## src/rtl/eqs_pkg.sv

```systemverilog
package eqs_pkg;
  localparam int QCOUNT = 4;
  localparam int QIDX_W = $clog2(QCOUNT);
  localparam int PRIO_W = 2;

  typedef enum logic [1:0] {
    SPLIT_ONE  = 2'b00,
    SPLIT_TWO  = 2'b01,
    SPLIT_FOUR = 2'b10,
    SPLIT_RSVD = 2'b11
  } splitMode_e;

  // strobes from control to datapath
  typedef struct packed {
    logic reload;
    logic grant;
    logic spend;
  } schedStrobe_t;

  // queues enabled under a split mode
  function automatic logic [QCOUNT-1:0] modeMask(input logic [1:0] mode);
    logic [QCOUNT-1:0] m;
    case (mode)
      SPLIT_TWO:  m = QCOUNT'(2'b11);
      SPLIT_FOUR: m = '1;
      default:    m = QCOUNT'(1'b1);
    endcase
    return m;
  endfunction
endpackage

```

## src/rtl/eqs_classify.sv

```systemverilog
module eqs_classify
  import eqs_pkg::*;
(
  input  logic [1:0]        activeMode,
  input  logic [1:0]        twoQThresh,
  input  logic [PRIO_W-1:0] pktPrio,
  output logic [QIDX_W-1:0] classQ
);
  always_comb begin
    case (activeMode)
      SPLIT_TWO:  classQ = (pktPrio >= twoQThresh) ? QIDX_W'(1) : QIDX_W'(0);
      SPLIT_FOUR: classQ = QIDX_W'(pktPrio);
      default:    classQ = '0;
    endcase
  end
endmodule

```

## src/rtl/eqs_ctrl.sv

```systemverilog
module eqs_ctrl
  import eqs_pkg::*;
(
  input  logic         clk,
  input  logic         rstN,
  input  logic         nextReq,
  input  logic [1:0]   splitModeIn,
  input  logic         weightedIn,
  input  logic         anyElig,
  input  logic         haveCand,
  output logic [1:0]   activeMode,
  output logic         activeWeighted,
  output schedStrobe_t strobe
);
  logic pendReq;
  logic wantGrant;

  always_comb begin
    wantGrant     = nextReq | pendReq;
    strobe.grant  = wantGrant & haveCand;
    strobe.spend  = wantGrant & haveCand & activeWeighted;
    strobe.reload = ~haveCand;
  end

  always_ff @(posedge clk or negedge rstN) begin
    if (!rstN) begin
      activeMode     <= SPLIT_ONE;
      activeWeighted <= 1'b0;
      pendReq        <= 1'b0;
    end else begin
      // a request that meets a reload cycle waits one cycle
      pendReq <= wantGrant & ~haveCand & anyElig;
      if (strobe.reload) begin
        activeMode     <= splitModeIn;
        activeWeighted <= weightedIn;
      end
    end
  end
endmodule

```

## src/rtl/eqs_datapath.sv

```systemverilog
module eqs_datapath
  import eqs_pkg::*;
#(
  parameter int WEIGHT_W = 7,
  parameter logic [QCOUNT-1:0][WEIGHT_W-1:0] RESET_CREDIT = '1
) (
  input  logic                             clk,
  input  logic                             rstN,
  input  logic [QCOUNT-1:0][WEIGHT_W-1:0]  weights,
  input  logic [QCOUNT-1:0]                qNonEmpty,
  input  logic [1:0]                       activeMode,
  input  logic                             activeWeighted,
  input  logic [1:0]                       twoQThresh,
  input  logic [PRIO_W-1:0]                pktPrio,
  input  schedStrobe_t                     strobe,
  output logic                             anyElig,
  output logic                             haveCand,
  output logic [QIDX_W-1:0]                classQ,
  output logic                             grantValid,
  output logic [QIDX_W-1:0]                grantQ
);
  logic [QCOUNT-1:0][WEIGHT_W-1:0] credit;
  logic [QCOUNT-1:0]               eligMask;
  logic [QCOUNT-1:0]               readyMask;
  logic [QIDX_W-1:0]               candQ;

  assign eligMask = qNonEmpty & modeMask(activeMode);

  genvar gq;
  generate
    for (gq = 0; gq < QCOUNT; gq++) begin : g_ready
      assign readyMask[gq] = eligMask[gq] & (~activeWeighted | (credit[gq] != '0));
    end
  endgenerate

  // highest ready index wins
  always_comb begin
    candQ = '0;
    for (int q = 0; q < QCOUNT; q++) begin
      if (readyMask[q]) candQ = QIDX_W'(q);
    end
  end

  assign anyElig  = |eligMask;
  assign haveCand = |readyMask;

  always_ff @(posedge clk or negedge rstN) begin
    if (!rstN) begin
      credit <= RESET_CREDIT;
    end else if (strobe.reload) begin
      for (int q = 0; q < QCOUNT; q++) begin
        credit[q] <= (weights[q] == '0) ? WEIGHT_W'(1) : weights[q];
      end
    end else if (strobe.spend) begin
      credit[candQ] <= credit[candQ] - WEIGHT_W'(1);
    end
  end

  always_ff @(posedge clk or negedge rstN) begin
    if (!rstN) begin
      grantValid <= 1'b0;
      grantQ     <= '0;
    end else begin
      grantValid <= strobe.grant;
      if (strobe.grant) grantQ <= candQ;
    end
  end

  eqs_classify u_classify (
    .activeMode (activeMode),
    .twoQThresh (twoQThresh),
    .pktPrio    (pktPrio),
    .classQ     (classQ)
  );
endmodule

```

## src/rtl/egress_sched.sv

```systemverilog
module egress_sched
  import eqs_pkg::*;
#(
  parameter int WEIGHT_W = 7,
  parameter logic [QCOUNT-1:0][WEIGHT_W-1:0] RESET_CREDIT =
    {WEIGHT_W'(8), WEIGHT_W'(4), WEIGHT_W'(2), WEIGHT_W'(1)}
) (
  input  logic                            clk,
  input  logic                            rstN,
  input  logic [1:0]                      splitMode,
  input  logic                            weightedEn,
  input  logic [QCOUNT-1:0][WEIGHT_W-1:0] weights,
  input  logic [1:0]                      twoQThresh,
  input  logic [QCOUNT-1:0]               qNonEmpty,
  input  logic [PRIO_W-1:0]               pktPrio,
  output logic [QIDX_W-1:0]               classQ,
  input  logic                            nextReq,
  output logic                            grantValid,
  output logic [QIDX_W-1:0]               grantQ
);
  logic [1:0]   activeMode;
  logic         activeWeighted;
  logic         anyElig;
  logic         haveCand;
  schedStrobe_t strobe;

  eqs_ctrl u_ctrl (
    .clk            (clk),
    .rstN           (rstN),
    .nextReq        (nextReq),
    .splitModeIn    (splitMode),
    .weightedIn     (weightedEn),
    .anyElig        (anyElig),
    .haveCand       (haveCand),
    .activeMode     (activeMode),
    .activeWeighted (activeWeighted),
    .strobe         (strobe)
  );

  eqs_datapath #(
    .WEIGHT_W     (WEIGHT_W),
    .RESET_CREDIT (RESET_CREDIT)
  ) u_datapath (
    .clk            (clk),
    .rstN           (rstN),
    .weights        (weights),
    .qNonEmpty      (qNonEmpty),
    .activeMode     (activeMode),
    .activeWeighted (activeWeighted),
    .twoQThresh     (twoQThresh),
    .pktPrio        (pktPrio),
    .strobe         (strobe),
    .anyElig        (anyElig),
    .haveCand       (haveCand),
    .classQ         (classQ),
    .grantValid     (grantValid),
    .grantQ         (grantQ)
  );
endmodule

```

## config.mk

```make
export PLATFORM = sky130hd
export DESIGN_NAME = egress_sched
export DESIGN_NICKNAME = d
export VERILOG_FILES = /design/src/rtl/eqs_pkg.sv /design/src/rtl/eqs_classify.sv /design/src/rtl/eqs_ctrl.sv /design/src/rtl/eqs_datapath.sv /design/src/rtl/egress_sched.sv
export SDC_FILE = /design/constraint.sdc
export NUM_CORES = 1
export LEC_CHECK = 0
export CORE_MARGIN = 5
export CORE_UTILIZATION = 51
export DETAILED_ROUTE_END_ITERATION = 16
export PLACE_DENSITY = 0.78
export SYNTH_ARGS = -nofsm -noshare
export SYNTH_HDL_FRONTEND = slang
export SYNTH_SLANG_ARGS = --single-unit
```

## constraint.sdc

```tcl
create_clock -name clk -period 3.1 [get_ports clk]
set_clock_uncertainty 0.15 [all_clocks]
set_input_delay 0.62 -clock clk [delete_from_list [all_inputs] [get_ports clk]]
set_output_delay 0.62 -clock clk [all_outputs]
set_load 0.005 [all_outputs]
```

# == After elaboration in Yosys (flattened, before gate mapping) ==
# Index checks and enable logic that the tools add are counted.
# totals
in_bits,42
out_inout_bits,5
elab_cells,60
register_bits,35
# op_classes
add_sub_neg,1
magnitude_cmp,3
n_eq_ne,3
n_mux,17
reduce_logical,11
bitwise_logic,16
# op_table
operator,count
2-to-1 mux 28 bit,2
2-to-1 mux 7 bit,6
bitwise mux 28 bit,1
zero test 7 bit,4
nonzero test 7 bit,4
binary-select mux 7 bit (select 2 bit),1
demux 7 bit (select 2 bit),1
bitwise AND 1 bit,8
case mux 4 bit (2 select lines),1
OR reduction 4 bit,2
subtractor 7 x 1 -> 7 bit (second input constant),1
bitwise OR 1 bit,5
bitwise AND 4 bit,1
2-to-1 mux 2 bit,2
case mux 2 bit (2 select lines),1
< comparator 2 x 3 -> 1 bit (second input constant),1
equality test 2 x 1 -> 1 bit (second input constant),1
equality test 2 bit (second input constant),1
>= comparator 2 x 1 -> 1 bit (second input constant),1
>= comparator 2 bit,1
2-to-1 mux 1 bit,2
!= test 2 bit (second input constant),1
NOT 1 bit,2
logical AND 1 bit,1

# == Depth between registers and ports, before layout ==
# Gate-level depths: netlist (run 1).
# logic_depth
depth_word,14
depth_mapped,13
ltp_nobuf,12

# == Cells and area by module ==
# A second synthesis (run 1) with hierarchy kept.
# unflattened
cells_unflattened,286
area_unflattened_um2,2491.1
# by_module_without_submodules
mod,area_each_um2,instances,seq_area_each_um2,cells_per_inst
eqs_datapath,2238.4,1,780.7,259
eqs_ctrl,157.7,1,100.1,14
eqs_classify,95.1,1,0.0,13

# == Worst setup path before layout (run 1) ==
# OpenSTA, ideal clock, no wires.
# synth_timing
path_type,flip-flop to flip-flop
from,reg u_ctrl.activeMode[0]
to,reg u_datapath.credit[4] in the netlist's numbering
synth_period_minus_slack_ns,2.747
setup_time_ns,0.124
arrival_time_ns,2.473
required_time_ns,2.826
stages_incl_launch_ff,12
path_slack_ns,0.353
path_cell_list,dfrtp_1 > inv_1 > ha_1 > and2_0 > o21ai_2 > a311oi_2 > a2bb2oi_2 > ha_1 > nor3b_2 > xor2_1 > a2bb2oi_1 > o21ai_1
# synth_via
elab_chain_cells,14
word_cells_on_any_way,25
# synth_lines
element,line_no,rtl
start: declaration,eqs_ctrl.sv:11,"output logic [1:0] activeMode,"
start signal: assignment,eqs_ctrl.sv:34,activeMode <= splitModeIn;
equality test 2 bit or equality test 2 x 1 -> 1 bit (tied branches),eqs_pkg.sv:23,case (mode)
case mux 4 bit (2 select lines) *,eqs_pkg.sv:23,
bitwise AND 4 bit *,eqs_datapath.sv:27,assign eligMask = qNonEmpty & modeMask(activeMode);
"parallel branches: the longest is 11 deep, another holds subtractor 7 x 1 -> 7 bit",-,
end signal: indexed assignment,eqs_datapath.sv:52,credit[q] <= (weights[q] == '0) ? WEIGHT_W'(1) : weights[q];
end signal: indexed assignment,eqs_datapath.sv:55,credit[candQ] <= credit[candQ] - WEIGHT_W'(1);
end: declaration,eqs_datapath.sv:22,logic [QCOUNT-1:0][WEIGHT_W-1:0] credit;
# Every way passes the cells marked *. The select of a mux whose other input is x is not followed.
# A chain may end at the register's enable or synchronous reset.

# == Worst setup path in the final report (run 1) ==
# layout_timing
from,in qNonEmpty[2]
to,reg u_datapath.credit[27] in the netlist's numbering
# layout_via
elab_chain_cells,11
word_cells_on_any_way,19
# layout_lines
element,line_no,rtl
start: declaration,egress_sched.sv:14,"input logic [QCOUNT-1:0] qNonEmpty,"
bitwise AND 4 bit *,eqs_datapath.sv:27,
bitwise AND 1 bit *,eqs_datapath.sv:32,assign readyMask[gq] = eligMask[gq] & (~activeWeighted | (credit[gq] != '0));
"parallel branches: the longest is 9 deep, another holds subtractor 7 x 1 -> 7 bit",-,
# Marked as above.

==> metrics.md, run 1 <==
| Metric | Value |
|---|---|
| Fmax | 336 MHz |
| Number of global-route vias before repair | 2192 |
| Area Growth Syn to Fin | 35.5% |
| Num CTS Buffers | 5 |
| Slew headroom | 0.644 |
| Global-route wire length before repair | 10600 um |
| PwrDens | 1110 nW/um^2 |
| Cell area after synthesis | 2180 sq um |
| Met3 WL | 643 um |
| DR WL/cell | 19.1 um |
| Synth Instances | 233 |
| Pint | 1810 uW |
| Sequential share of the synthesized area | 0.403 |
| Antenna viol nets, final | 0 |
| Critical Path Start Type | input port |
| Port bufs | 46 |
| Reg-to-Reg Start | u_datapath.credit[15] |
| Routed via count | 2234 |
| Core area | 4090 sq um |
| Worst hold path type | reg -> reg |
| Syn avg cell area | 9.37 sq um |
| Io pins | 47 |
| Final period util | 0.961 |
| Critical hold path startpoint | u_datapath.grantQ[0] |
| RSZ-0062 raised after global routing | no |
| Run status | completed |
| GP Congestion | 0.938 |
| Commonest non-fill, non-tap cell in the layout | clkdlybuf4s50_1 |
| Largest net degree at the start of global routing | 36 |
| Clock transition at path regs | 0.07 ns |
| Max VDD drop | 0.980 mV |
| Clock power share | 0.105 |
| R2R Setup Slk | 0.16 ns |
| Switching power | 1470 uW |
| Setup violators final | 0 |
| Initial antenna violation count | 0 |
| H-tree depth | 2 |
| Placed cell area | 2860 sq um |
| Worst Setup SP | qNonEmpty[2] |
| Crit path DAT | 2.99 ns |
| Deepest clock path buffer count | 2 |
| Yosys top cell area share | 0.355 |
| CP Data Required Time | 3.11 ns |
| Synth Flop Type | dfrtp_1 |
| Clock Tree Root | clkbuf_8 |
| First-pass DRT Iterations | 4 |
| Synth warn | 0 |
| Full die area | 5690 sq um |
| Setup crit end kind | register |
| Die H | 75.4 um |
| GRT overflow | 0 |
| Comb power frac | 0.613 |
| Clock Sinks | 35 |
| All-Layer GR Usage | 0.253 |
| Mapped Nets | 280 |
| Met1 WL | 2770 um |
| Synth cell types | 57 |
| Initial Util | 0.534 |
| Slew Viols, Final | 0 |
| Row Count | 23 |
| Flop pwr share | 0.282 |
| EDFF count, synth | 0 |
| Fill cells | 300 |
| Routed length on met2 | 3210 um |
| Ant. Diodes | 0 |
| Kind of critical path | in -> reg |
| Layout cell share with drive strength beyond 1 | 0.199 |
| Max layer used | met4 |
| Tmin final | 2.98 ns |
| Iter 0 DRT Violations | 153 |
| Setup TNS | 0 ns |
| Final Hold Fails | 0 |
| Max cap viols | 0 |
| DRC errors left | 0 |
| Routed wire length | 6790 um |
| Worst slew pin tran | 0.531 ns |
| Highest-count cells in the layout ignoring fill and taps | clkdlybuf4s50_1, dfrtp_1, o21ai_0 |
| Cell Count, Final, Fillers Out | 356 |
| Synthesized flop and latch total | 35 |
| Placed Cells incl. Taps | 348 |
| Vias/cell | 6.28 |
| Crit Path Max Fanout | 7 |
| Fin nets | 352 |
| Later-pin clock latency in the skew report | 0.29 ns |
| Sw frac | 0.448 |
| Die width | 75.4 um |
| Synth area leaders | dfrtp_1, o21ai_0, a22oi_1 |
| Yosys top cell by area | dfrtp_1 |
| Final Instance Area | 2960 sq um |
| DP HPWL | 5300 um |
| TritonCTS clock tree | built |
| Post-synth ARST share | 1.00 |
| Pleak | 0.00122 uW |
-- registers in the layout, indices dropped and copies added (netlist names) --
name,count
u_datapath.grantValid,1
u_ctrl.pendReq,1
u_ctrl.activeMode,2
u_datapath.grantQ,2
u_datapath.credit,28
u_ctrl.activeWeighted,1
-- worst max-delay path, cell delays in order --
cell and delay, ns:
clkdlybuf4s50_1 0.47, and2_0 0.23, o21ai_4 0.12, a311oi_2 0.34
a2bb2oi_2 0.25, ha_1 0.20, nor3b_2 0.25, and3b_4 0.24
xnor2_2 0.15, o21ai_1 0.10
-- cell usage after synthesis, drive strengths merged, types with 3 or more instances --
cell and n:
a21oi 16, a221oi 3, a22oi 16, a32oi 5, and2 3, and3 3
buf 4, dfrtp 31, dfstp 4, ha 5, inv 7, nand2 21
nand3 3, nor2 25, nor2b 3, nor4 7, nor4b 3, o21ai 41
xnor2 3
-- worst paths after layout --
check	end	cells past startpoint
max	u_datapath.credit[27]	10
min in group asynchronous	u_datapath.credit[22]	2
min	u_datapath.grantQ[0]	1
max reg2reg	u_datapath.credit[27]	10
max in group asynchronous	u_datapath.credit[16]	2
min reg2reg	u_datapath.grantQ[0]	1
-- metal layers --
metal  vias to the layer above  GRT usage
met3                        16     0.0554
met5                         -          0
met2                       119      0.411
met1                      1066      0.325
li1                       1033          -
met4                         0      0.109
-- timing repair --
item / CTS / global route
buffers inserted: 0 / 0
hold buffers: 0 / 0
resized for setup: 0 / 2
endpoints found under the setup margin: 0 / 4
-- cells by family after synthesis --
| kind of cell | after synthesis | share of synthesized area |
|---|---|---|
| xor gates and xnor gates | 5 | 0.0269 |
| muxes | 2 | 0.0103 |
| DFF | 35 | 0.403 |
| adders and majority gates | 5 | 0.0287 |
| and+or+nand+nor | 79 | 0.210 |
| AOI/OAI and AO/OA | 95 | 0.295 |
| buffers and inverters | 12 | 0.0258 |
-- per-stage QoR --
stage	utilization	hold slack, ns	power [uW]	worst slack (ns)
detailed placement	0.699	0.357	2900	-0.115
floorplan	-	0.174	2040	0.353
global placement	0.699	0.339	2850	0.00478
finish	0.724	0.367	3280	0.121
CTS	0.721	0.374	3250	0.0122
global route	0.724	0.377	3490	0.0138
-- cell type report --
class	instances	area (sq um)	area share
clock inverter	1	5.00	0.00169
inverter	7	26.3	0.00888
tap	50	62.6	0.0212
timing repair buffer	70	643	0.217
clock buffer	7	86.3	0.0292
sequential	35	881	0.298
multi-input combinational	186	1250	0.424
-- power groups by stage --
stage,clock (uW),combinational [uW],sequential [uW]
6_report,345,2010,926
3_5_place_dp,0,1980,918
3_3_place_gp,0,1930,915
5_1_grt,366,2180,945
2_1_floorplan,0,1190,848
4_1_cts,347,1990,914
Power figures use the tool's default switching activity.
==> run 2, diff against run 1 <==
--- a/config.mk
+++ b/config.mk
@@ -5,6 +5,7 @@
 export SDC_FILE = /design/constraint.sdc
 export NUM_CORES = 1
 export LEC_CHECK = 0
+export CAP_MARGIN = 15
 export CORE_MARGIN = 5
 export CORE_UTILIZATION = 51
 export DETAILED_ROUTE_END_ITERATION = 16
==> results of run 2 <==
Final layout, timing and power as in run 1 (identical DEF).
